## config.mk

```make
export PLATFORM = sky130hd
export DESIGN_NAME = rob_core
export DESIGN_NICKNAME = d
export VERILOG_FILES = /design/src/rtl/rob_pkg.sv /design/src/rtl/rob_cam.sv /design/src/rtl/rob_pick.sv /design/src/rtl/rob_core.sv
export SDC_FILE = /design/constraint.sdc
export NUM_CORES = 2
export LEC_CHECK = 0
export BUFFER_PORTS_ARGS = -buffer_cell sky130_fd_sc_hd__buf_2
export CAP_MARGIN = 0
export CORE_MARGIN = 1
export CORE_UTILIZATION = 30
export CTS_CLUSTER_DIAMETER = 50
export DETAILED_ROUTE_END_ITERATION = 10
export PLACE_DENSITY = 0.44
export SLEW_MARGIN = 20
export SYNTH_ARGS = -nofsm -noshare
export SYNTH_HDL_FRONTEND = slang
export SYNTH_SLANG_ARGS = --single-unit
```

## constraint.sdc

```tcl
create_clock -name clk -period 6.1 [get_ports clk]
set_clock_uncertainty 0.1 [all_clocks]
set_input_delay 0.305 -clock clk [delete_from_list [all_inputs] [get_ports clk]]
set_output_delay 0.305 -clock clk [all_outputs]
set_load 0.1 [all_outputs]
```

## src/rtl/rob_pkg.sv

```systemverilog
package rob_pkg;
   localparam int OPW    = 5;
   localparam int NWB    = 3;
   localparam int NPORT  = 3;
   localparam int PORT_BR  = 0;
   localparam int PORT_MEM = 1;
   localparam int PORT_REG = 2;
   localparam logic [OPW-1:0] OPC_BRZ   = 5'h10;
   localparam logic [OPW-1:0] OPC_LOAD  = 5'h08;
   localparam logic [OPW-1:0] OPC_STORE = 5'h09;
endpackage

```

## src/rtl/rob_cam.sv

```systemverilog
module rob_cam #(
   parameter int NB = 3,
   parameter int PW = 5,
   parameter int DW = 16
) (
   input  logic [PW-1:0]    tag,
   input  logic [NB-1:0]    bus_vld,
   input  logic [NB*PW-1:0] bus_tag,
   input  logic [NB*DW-1:0] bus_data,
   output logic             hit,
   output logic [DW-1:0]    data
);
   // lowest-numbered bus has priority: scanned last
   always_comb begin
      hit  = 1'b0;
      data = '0;
      for (int b = NB - 1; b >= 0; b--) begin
         if (bus_vld[b] && (bus_tag[b*PW +: PW] == tag)) begin
            hit  = 1'b1;
            data = bus_data[b*DW +: DW];
         end
      end
   end
endmodule

```

## src/rtl/rob_pick.sv

```systemverilog
module rob_pick #(
   parameter int DEPTH = 8,
   parameter int IW    = 3
) (
   input  logic [DEPTH-1:0] cand,
   input  logic [IW-1:0]    tail,
   output logic             hit,
   output logic [IW-1:0]    idx
);
   // scanned youngest to oldest so the oldest candidate is written last
   always_comb begin
      hit = 1'b0;
      idx = tail;
      for (int k = DEPTH - 1; k >= 0; k--) begin
         if (cand[IW'(tail + IW'(k))]) begin
            hit = 1'b1;
            idx = IW'(tail + IW'(k));
         end
      end
   end
endmodule

```

## src/rtl/rob_core.sv

```systemverilog
module rob_core
   import rob_pkg::*;
#(
   parameter int DEPTH = 8,
   parameter int DW    = 16,
   parameter int PW    = 5,
   parameter int AW    = 4,
   parameter int IW    = $clog2(DEPTH)
) (
   input  logic                  clk,
   input  logic                  rst_n,
   input  logic                  iss_valid,
   output logic                  iss_ready,
   input  logic [OPW-1:0]        iss_op,
   input  logic [AW-1:0]         iss_adst,
   input  logic [PW-1:0]         iss_pdst,
   input  logic [PW-1:0]         iss_src1,
   input  logic                  iss_src1_rdy,
   input  logic [DW-1:0]         iss_src1_val,
   input  logic [PW-1:0]         iss_src2,
   input  logic                  iss_src2_rdy,
   input  logic [DW-1:0]         iss_src2_val,
   input  logic [DW-1:0]         iss_imm,
   input  logic [NWB-1:0]        wb_vld,
   input  logic [NWB*PW-1:0]     wb_tag,
   input  logic [NWB*DW-1:0]     wb_data,
   output logic [NPORT-1:0]      dp_vld,
   input  logic [NPORT-1:0]      dp_rdy,
   output logic [NPORT*IW-1:0]   dp_idx,
   output logic [NPORT*OPW-1:0]  dp_op,
   output logic [NPORT*PW-1:0]   dp_pdst,
   output logic [NPORT*DW-1:0]   dp_opa,
   output logic [NPORT*DW-1:0]   dp_opb,
   output logic [NPORT*DW-1:0]   dp_imm,
   output logic                  rt_vld,
   output logic [AW-1:0]         rt_adst,
   output logic [PW-1:0]         rt_pdst,
   output logic [DW-1:0]         rt_data
);
   if (DEPTH < 2 || (1 << IW) != DEPTH) begin : g_bad_depth
      $error("rob_core: DEPTH must be a power of two, at least 2, with IW = log2(DEPTH)");
   end
   if (DW < 1 || PW < 1 || AW < 1) begin : g_bad_width
      $error("rob_core: data, tag and register widths must be positive");
   end

   // slot storage
   logic [OPW-1:0] e_op   [DEPTH];
   logic [AW-1:0]  e_adst [DEPTH];
   logic [PW-1:0]  e_pdst [DEPTH];
   logic [PW-1:0]  e_src1 [DEPTH];
   logic [PW-1:0]  e_src2 [DEPTH];
   logic [DW-1:0]  e_v1   [DEPTH];
   logic [DW-1:0]  e_v2   [DEPTH];
   logic [DW-1:0]  e_imm  [DEPTH];
   logic [DEPTH-1:0] e_r1, e_r2, e_disp, e_done;

   logic [IW-1:0] head, tail, used, pidx;
   logic          pend, full;
   logic [DEPTH-1:0] occ, is_br, is_mem;

   assign used      = head - tail;
   assign full      = (head + IW'(1)) == tail;
   assign iss_ready = ~full;

   // writeback match per slot
   logic [DEPTH-1:0]         h1, h2, hd;
   logic [DEPTH-1:0][DW-1:0] d1, d2, dd;

   for (genvar i = 0; i < DEPTH; i++) begin : g_slot
      assign occ[i]    = (IW'(i) - tail) < used;
      assign is_br[i]  = e_op[i] == OPC_BRZ;
      assign is_mem[i] = (e_op[i] == OPC_LOAD) || (e_op[i] == OPC_STORE);

      rob_cam #(.NB(NWB), .PW(PW), .DW(DW)) u_cam1 (
         .tag(e_src1[i]), .bus_vld(wb_vld), .bus_tag(wb_tag), .bus_data(wb_data),
         .hit(h1[i]), .data(d1[i]));
      rob_cam #(.NB(NWB), .PW(PW), .DW(DW)) u_cam2 (
         .tag(e_src2[i]), .bus_vld(wb_vld), .bus_tag(wb_tag), .bus_data(wb_data),
         .hit(h2[i]), .data(d2[i]));
      rob_cam #(.NB(NWB), .PW(PW), .DW(DW)) u_camd (
         .tag(e_pdst[i]), .bus_vld(wb_vld), .bus_tag(wb_tag), .bus_data(wb_data),
         .hit(hd[i]), .data(dd[i]));
   end

   // second readiness look-up for the slot written last cycle
   logic          rc1_hit, rc2_hit;
   logic [DW-1:0] rc1_val, rc2_val;
   always_comb begin
      rc1_hit = 1'b0;
      rc2_hit = 1'b0;
      rc1_val = '0;
      rc2_val = '0;
      for (int j = 0; j < DEPTH; j++) begin
         if (occ[j] && e_done[j] && (IW'(j) != pidx)) begin
            if (e_pdst[j] == e_src1[pidx]) begin
               rc1_hit = 1'b1;
               rc1_val = e_imm[j];
            end
            if (e_pdst[j] == e_src2[pidx]) begin
               rc2_hit = 1'b1;
               rc2_val = e_imm[j];
            end
         end
      end
   end

   // per-class selectors
   logic [NPORT-1:0][IW-1:0] sel;
   logic [NPORT-1:0]         acc;

   for (genvar p = 0; p < NPORT; p++) begin : g_port
      logic [DEPTH-1:0] cand;
      if (p == PORT_BR) begin : g_br
         assign cand = occ & ~e_disp & is_br;
      end else if (p == PORT_MEM) begin : g_mem
         assign cand = occ & ~e_disp & is_mem;
      end else begin : g_reg
         assign cand = occ & ~e_disp & ~is_br & ~is_mem & e_r1 & e_r2;
      end

      rob_pick #(.DEPTH(DEPTH), .IW(IW)) u_pick (
         .cand(cand), .tail(tail), .hit(dp_vld[p]), .idx(sel[p]));

      assign acc[p]                 = dp_vld[p] & dp_rdy[p];
      assign dp_idx[p*IW +: IW]     = sel[p];
      assign dp_op[p*OPW +: OPW]    = e_op[sel[p]];
      assign dp_pdst[p*PW +: PW]    = e_pdst[sel[p]];
      assign dp_opa[p*DW +: DW]     = e_v1[sel[p]];
      assign dp_opb[p*DW +: DW]     = e_v2[sel[p]];
      assign dp_imm[p*DW +: DW]     = e_imm[sel[p]];
   end

   assign rt_vld  = (used != '0) && e_done[tail];
   assign rt_adst = e_adst[tail];
   assign rt_pdst = e_pdst[tail];
   assign rt_data = e_imm[tail];

   always_ff @(posedge clk) begin
      if (!rst_n) begin
         head   <= '0;
         tail   <= '0;
         pend   <= 1'b0;
         pidx   <= '0;
         e_r1   <= '0;
         e_r2   <= '0;
         e_disp <= '0;
         e_done <= '0;
      end else begin
         for (int i = 0; i < DEPTH; i++) begin
            if (occ[i]) begin
               if (!e_r1[i] && h1[i]) begin
                  e_v1[i] <= d1[i];
                  e_r1[i] <= 1'b1;
               end else if (!e_r1[i] && pend && (pidx == IW'(i)) && rc1_hit) begin
                  e_v1[i] <= rc1_val;
                  e_r1[i] <= 1'b1;
               end
               if (!e_r2[i] && h2[i]) begin
                  e_v2[i] <= d2[i];
                  e_r2[i] <= 1'b1;
               end else if (!e_r2[i] && pend && (pidx == IW'(i)) && rc2_hit) begin
                  e_v2[i] <= rc2_val;
                  e_r2[i] <= 1'b1;
               end
               if (!e_done[i] && hd[i]) begin
                  e_imm[i]  <= dd[i];
                  e_done[i] <= 1'b1;
               end
            end
         end
         for (int p = 0; p < NPORT; p++) begin
            if (acc[p]) e_disp[sel[p]] <= 1'b1;
         end
         if (rt_vld) tail <= tail + IW'(1);
         if (iss_valid && !full) begin
            e_op[head]   <= iss_op;
            e_adst[head] <= iss_adst;
            e_pdst[head] <= iss_pdst;
            e_src1[head] <= iss_src1;
            e_src2[head] <= iss_src2;
            e_r1[head]   <= iss_src1_rdy;
            e_r2[head]   <= iss_src2_rdy;
            e_v1[head]   <= iss_src1_val;
            e_v2[head]   <= iss_src2_val;
            e_imm[head]  <= iss_imm;
            e_disp[head] <= 1'b0;
            e_done[head] <= 1'b0;
            head         <= head + IW'(1);
            pend         <= 1'b1;
            pidx         <= head;
         end else begin
            pend <= 1'b0;
         end
      end
   end
endmodule

```

# ---- Word-level counts from Yosys, hierarchy flattened
# Memories as Yosys holds them, arrays and structs flattened. A register that Yosys moved wholly into a read port is not among the register bits.
# Cells that the tools add are included.
dict set report classes {
  n_mux 619
  n_eq_ne 127
  add_sub_neg 17
  shifts 0
  bitwise_logic 36
  order_cmp 24
  reduce_logical 202
  div_mod_pow 0
  mul 0
}
# operator count
set op_table {}
lappend op_table {{$mux W16} 120}
lappend op_table {{$eq A5 B5 Y1} 88}
lappend op_table {{$mux W1} 424}
lappend op_table {{$logic_and A1 B1 Y1} 166}
lappend op_table {{$mux W3} 34}
lappend op_table {{$eq A5 B4 Y1 const B} 16}
lappend op_table {{$mux W8} 10}
lappend op_table {{$bmux W1 S3} 25}
lappend op_table {{$and A8 B8 Y8} 9}
lappend op_table {{$lt A3 B4 Y1 const B} 12}
lappend op_table {{$eq A5 B5 Y1 const B} 8}
lappend op_table {{$not A8 Y8} 4}
lappend op_table {{$logic_not A1 Y1} 25}
lappend op_table {{$lt A3 B3 Y1} 8}
lappend op_table {{$or A8 B8 Y8} 3}
lappend op_table {{$bwmux W8} 2}
lappend op_table {{$or A1 B1 Y1} 16}
lappend op_table {{$add A3 B3 Y3 const B} 4}
lappend op_table {{$demux W1 S3} 4}
lappend op_table {{$eq A3 B3 Y1 const B} 4}
lappend op_table {{$ge A3 B1 Y1 const B} 4}
lappend op_table {{$ne A3 B3 Y1 const A} 4}
lappend op_table {{$sub A3 B3 Y3 const A} 4}
lappend op_table {{$logic_or A1 B1 Y1} 8}
lappend op_table {{other kinds (14)} 23}
dict set report word_totals {
  register_bits 42
  n_memories 8
  elab_cells 1041
  input_bits 146
  out_inout_bits 213
  ram_bits 576
  latchBits 0
  mem_bits_ro 0
}
# name depth word_bits rd rd_clocked_by_memory_dff write_ports line
set memory_table {}
lappend memory_table {e_imm 8 16 12 1 9 rob_core.sv:55} ;# logic [DW-1:0] e_imm [DEPTH];
lappend memory_table {e_v1 8 16 3 0 9 rob_core.sv:53} ;# logic [DW-1:0] e_v1 [DEPTH];
lappend memory_table {e_v2 8 16 3 0 9 rob_core.sv:54} ;# logic [DW-1:0] e_v2 [DEPTH];
lappend memory_table {e_op 8 5 11 0 1 rob_core.sv:48} ;# logic [OPW-1:0] e_op [DEPTH];
lappend memory_table {e_pdst 8 5 12 1 1 rob_core.sv:50} ;# logic [PW-1:0] e_pdst [DEPTH];
lappend memory_table {e_src1 8 5 9 1 1 rob_core.sv:51} ;# logic [PW-1:0] e_src1 [DEPTH];
lappend memory_table {{+2 memories} n/a n/a n/a n/a n/a n/a}

# ---- Logic depth before layout (Yosys ltp)
dict set report logic_depth {
  ltp_word 29
  ltp_mapped 24
  mapped_depth_nobuf 19
}

# ---- Cells and area by module
# Synthesis repeated with hierarchy kept, for this count alone.
dict set report hier_totals {
  cells_unflattened 6770
  area_unflattened_um2 62189.6
}
# module cells_each instances area_per_inst_um2 seq_area_each_um2
set modules_own_cells {}
lappend modules_own_cells {rob_core 3662 1 40839.2 18257.5}
lappend modules_own_cells {rob_cam 118 24 790.8 0.0}
lappend modules_own_cells {rob_pick 92 3 790.8 0.0}

# ---- Worst setup path after synthesis
# OpenSTA, ideal clock, no wires.
dict set report synth_path {
  path_kind {reg-to-output}
  start {reg tail[0]}
  end {out dp_imm[46]}
  path_buffers 7
  t_arrival_ns 9.102
  setup_slack_ns -3.407
  t_required_ns 5.695
  path_stages_with_launch 22
  cell_sequence {dfxtp_1 inv_1 clkbuf_1 clkbuf_1 ha_1 clkbuf_1 inv_1 clkbuf_1 buf_1 ha_1 and3b_1 nor3_1 and3_1 or4_1 or3b_2 nand4bb_1 a31oi_1 o31ai_2 nor2_1 clkbuf_1 clkbuf_1 a221oi_1}
}
dict set report synth_between {
  elab_chain_len 18
  elab_cells_between_ends 54
  cone_classes {add/sub: 16; order compare: 8; mux: 24; bitwise: 5; memory: 1}
}
# item line
set synth_rtl {}
lappend synth_rtl {{start: declaration} rob_core.sv:58} ;# logic [IW-1:0] head, tail, used, pidx;
lappend synth_rtl {{start signal: assignment} rob_core.sv:175} ;# if (rt_vld) tail <= tail + IW'(1);
lappend synth_rtl {{$sub A1 B3 Y3, or another cell as far along} rob_core.sv:71} ;# assign occ[i] = (IW'(i) - tail) < used;
lappend synth_rtl {{$lt A3 B3 Y1} rob_core.sv:71}
lappend synth_rtl {{$and A8 B8 Y8 (5 in a row)} rob_core.sv:119} ;# assign cand = occ & ~e_disp & ~is_br & ~is_mem & e_r1 & e_r2;
lappend synth_rtl {{$bmux W1 S3} rob_pick.sv:15} ;# if (cand[IW'(tail + IW'(k))]) begin
lappend synth_rtl {{$mux W1 (implied by the code)} rob_pick.sv:15}
lappend synth_rtl {{$mux W3 (7 in a row)} rob_pick.sv:15}
lappend synth_rtl {{$mux W3 (*)} rob_pick.sv:15}
lappend synth_rtl {{net dp_idx[8]} rob_core.sv:29} ;# output logic [NPORT*IW-1:0] dp_idx,
lappend synth_rtl {{$mem_v2 Z8 W16 (*)} n/a}
lappend synth_rtl {{end: declaration} rob_core.sv:34} ;# output logic [NPORT*DW-1:0] dp_imm,
# Mark *: on every way through the listed nets, which the timed path passes. The rest lies on a longest branch. The select of a mux whose other input is x is not followed.

# ---- Worst setup path after layout
dict set report layout_path {
  start {reg head[0]}
  end {out dp_imm[47]}
}
dict set report layout_between {
  elab_chain_len 18
  elab_cells_between_ends 39
  cone_classes {add/sub: 1; order compare: 8; mux: 24; bitwise: 5; memory: 1}
}
# item line
set layout_rtl {}
lappend layout_rtl {{start: declaration} rob_core.sv:58}
lappend layout_rtl {{start signal: assignment} rob_core.sv:189} ;# head <= head + IW'(1);
lappend layout_rtl {{$sub A3 B3 Y3 (*)} rob_core.sv:62} ;# assign used = head - tail;
lappend layout_rtl {{$lt A3 B3 Y1} rob_core.sv:71}
lappend layout_rtl {{$and A8 B8 Y8 (*) (5 in a row)} rob_core.sv:119}
lappend layout_rtl {{$bmux W1 S3} rob_pick.sv:15}
lappend layout_rtl {{$mux W1 (implied by the code)} rob_pick.sv:15}
lappend layout_rtl {{$mux W3 (7 in a row)} rob_pick.sv:15}
lappend layout_rtl {{$mux W3 (*)} rob_pick.sv:15}
lappend layout_rtl {{$mem_v2 Z8 W16 (*)} n/a}
# Mark *: on every way between the ends. The rest lies on a longest branch, timed or not. The select of a mux whose other input is x is not followed.

==> qor.txt <==
Kind of launch point of the worst setup path: register
Count of buffering cells on the critical path with inverters included: 10
Final design instance area without fill: 80000 um2
Clock-pin slew of the registers on the worst-case setup and hold paths: 60 ps
Master of the slowest instance on the critical path: or4_4
Avg Inst Size Synth: 8.84 um2
Routed via count: 62700
Final Net Count: 7135
Reg-to-reg setup timing slack: 320 ps
Synth Net Count: 6728
Worst R2R Path Depth: 21
Detailed Routing Iterations Pass 1: 10
Finish-stage setup viols: 176
Post-DP Area: 68600 um2
Port Buffer Count: 358
Total leakage power: 0.0287 uW
Cell type group with the largest total delay on the critical path: buffers and inverters
Proportion of register bits with asynchronous set or reset after synthesis: 0%
# clock sinks: 624
Via count of the first global-routing pass: 58500
Relative area change from synthesis to final layout: 37.7%
Proportion of synthesized chip area in sequential cells: 31.4%
Core Box Area: 192000 um2
Count of state elements after synthesis: 624
Post-synth top area share: 29.8%
Total wire length: 357 mm
Achievable clock frequency: 153 MHz
Startpoint-to-endpoint class of the critical path: reg -> out
Outcome: finished with violations
Yosys warnings: 0
First-pass GRT wire length: 474 mm
Post-synth cell types: 105
Worst-Margin Slew: 1340 ps
Die Span X: 442 um
Number of enable-type register cells in the synthesized netlist: 576
Pins Over Slew Limit: 0
Post-detailed-route count of antenna-violating nets: 0
Hold Fails Final Rpt: 0
DR DRC count: 0
IO Pins: 359
Root Buffer: clkbuf_16
Most common library cell in the layout ignoring fill and taps: edfxtp_1
Largest area contributor in the netlist: edfxtp_1
Antenna violations before repair: 63
Synth Flop Type: edfxtp_1
Number of CTS-inserted buffers: 96
Timing startpoint of the critical path: head[0]
Overall power after layout: 17000 uW
Std-Cell Rows: 161
Total routing usage reported by global routing: 33.9%
Reg2Reg Launch Point: head[0]
Overflow after GRT: 0
Post-layout instance count excluding filler cells: 9623
Critical path depth in cells: 26
Area contributors post-synth: edfxtp_1 30%, mux2i_1 9.9%, a22oi_1 5.1%
Total power density per cell area: 212 nW/um2
Effective utilization at floorplan: 30.2%
Classification of the worst-slack hold path: in -> reg
Clock buffer depth: 3
Clock tree from TritonCTS: built
Violated checks: setup timing
Dpl cells: 9093
Most frequent cells in the layout: 576 x edfxtp_1, 548 x nor2_1, 524 x mux2i_1
Stage delay of the slowest cell on the critical path: 500 ps
DP HPWL: 236 mm
Worst-case hold slack: 123 ps
Max-Slew Margin vs Limit: 9.22%
Required time reported for the critical path endpoint: 5690 ps
End of the worst register-to-register path: e_v1[3][5]
Worst-Skew Late Latency: 730 ps
Die outline area: 195000 um2
Count of routing violations after the opening detailed-route iteration: 8817
Routability Congestion: 0.993
Highest net fanout along the worst path: 8
Netlist area before placement: 58100 um2
End of the critical path: dp_imm[47]
Post-placement setup slack: -119 ps
Chip height: 442 um
Max-cap violations: 0
Gate Count Post-Synth: 6568
Largest net degree at the start of global routing: 108
Most repeated library cell on the critical path: buf_12
H-tree depth reported by CTS: 3
Final critical-path share of the clock period: 107%
Min setup slack post-route: -438 ps
Fraction of layout cells with a size suffix above 1: 29.8%
VDD IR max: 0.246 mV
Detailed-route vias per instance: 6.51
Time the final worst path needs with I/O delays and setup: 6540 ps
RSZ-0062 raised after global routing: yes
Post-detailed-route wirelength per cell: 37.1 um
Setup crit end kind: output port
Worst Path Arrival: 6130 ps
sequential cells by signal, indices dropped and copies added (netlist names), 3 cells and up, named ones only:
name    flops
e_op       40
e_src2     40
e_adst     32
e_pdst     40
e_v2      128
pidx        3
e_v1      128
e_disp      8
e_r1        8
e_done      8
e_src1     40
e_r2        8
e_imm     128
tail        3
head        3
kinds of logic (layout without fill, tap and decap cells):
group / Yosys count / count (layout) / share of synthesized area, %
muxes: 910 / 910 / 18.0
AOI/OAI and AO/OA: 1971 / 1971 / 22.9
adders and majority gates: 14 / 14 / 0.315
DFF: 624 / 624 / 31.4
and+or+nand+nor: 1748 / 1748 / 14.6
buffers and inverters: 848 / 1337 / 5.82
other: 0 / 40 / 0
xor gates and xnor gates: 453 / 453 / 6.88
worst reg2reg max path, stage by stage, from the launching register on:
cell	delay, ps
dfxtp_4	350
clkinv_4	50
ha_4	120
inv_2	40
fa_2	410
xnor2_4	170
xnor2_2	250
buf_4	190
ha_4	210
and3b_2	250
buf_4	150
nor2_1	220
nand2_1	220
or3_1	520
buf_4	260
inv_1	260
buf_4	230
a221oi_1	60
o311ai_0	520
a21o_1	580
a221oi_1	260
a21oi_1	220
how the worst min path moves through the flow:
| stage | from | end | slack, ps | cells past startpoint |
|---|---|---|---|---|
| 2_1_floorplan | iss_adst[0] | e_adst[0][0] | 300 | 0 |
| 3_3_place_gp | e_done[2] | e_done[2] | 390 | 2 |
| 5_1_grt | dp_rdy[2] | e_disp[0] | 130 | 5 |
| 4_1_cts | dp_rdy[2] | e_disp[0] | 70 | 5 |
| 6_report | dp_rdy[2] | e_disp[4] | 120 | 5 |
| 3_5_place_dp | e_done[2] | e_done[2] | 410 | 2 |
cells in the mapped netlist (all sizes together) (22+ instances only):
cell type,number
or3,25
edfxtp,576
xnor2,127
nor2b,37
a211oi,30
nand4,27
nor2,559
o221ai,28
o31ai,22
clkbuf,576
inv,40
nand2,401
xor2,325
a22oi,396
mux2,250
nand3,291
o211ai,139
nor4,107
a21o,37
a31oi,25
and4,59
a221oi,230
o21ai,449
mux4,77
and3,85
buf,225
nor3,40
mux2i,583
and2,23
o22ai,109
dfxtp,48
a21oi,341
metal layers:
metal / vias to the layer above / share of wire [%] / global-route usage (%)
met5: - / 0.084 / 0
met2: 4324 / 44 / 52.0
li1: 26100 / - / -
met3: 1089 / 11 / 8.30
met1: 31100 / 39 / 43.0
met4: 46 / 6.9 / 19.9
through the flow:
stage               util, %  setup TNS [ps]
floorplan                 -          -21110
global placement       35.7          -12720
detailed placement     35.7           -1310
CTS                    39.6          -41900
global route           41.6          -71070
finish                 41.6          -51300
final cells by class:
cell class / instances / area, um2
fillers: 18500 / 112000
multi-input cells: 5096 / 41400
flip-flops and latches: 624 / 18300
repair buffers: 1108 / 13400
well taps: 2526 / 3160
clock buffers: 105 / 2480
clock inverters: 75 / 886
inverters: 47 / 278
diodes: 40 / 100
repair inverters: 2 / 31.3
power breakdown:
part	internal (uW)	total, uW	switching, uW
registers	4800	4980	179
logic	2280	6130	3860
clock network	3420	5860	2430
total	10500	17000	6470
timing repair:
action	CTS	global route
endpoints found under the setup margin	180	178
setup buffers	74	112
endpoints found under the hold margin	556	0
hold buffers	74	0
pin swaps	81	163
resized for setup	380	458
cloned	29	34
Power figures use the tool's default switching activity.
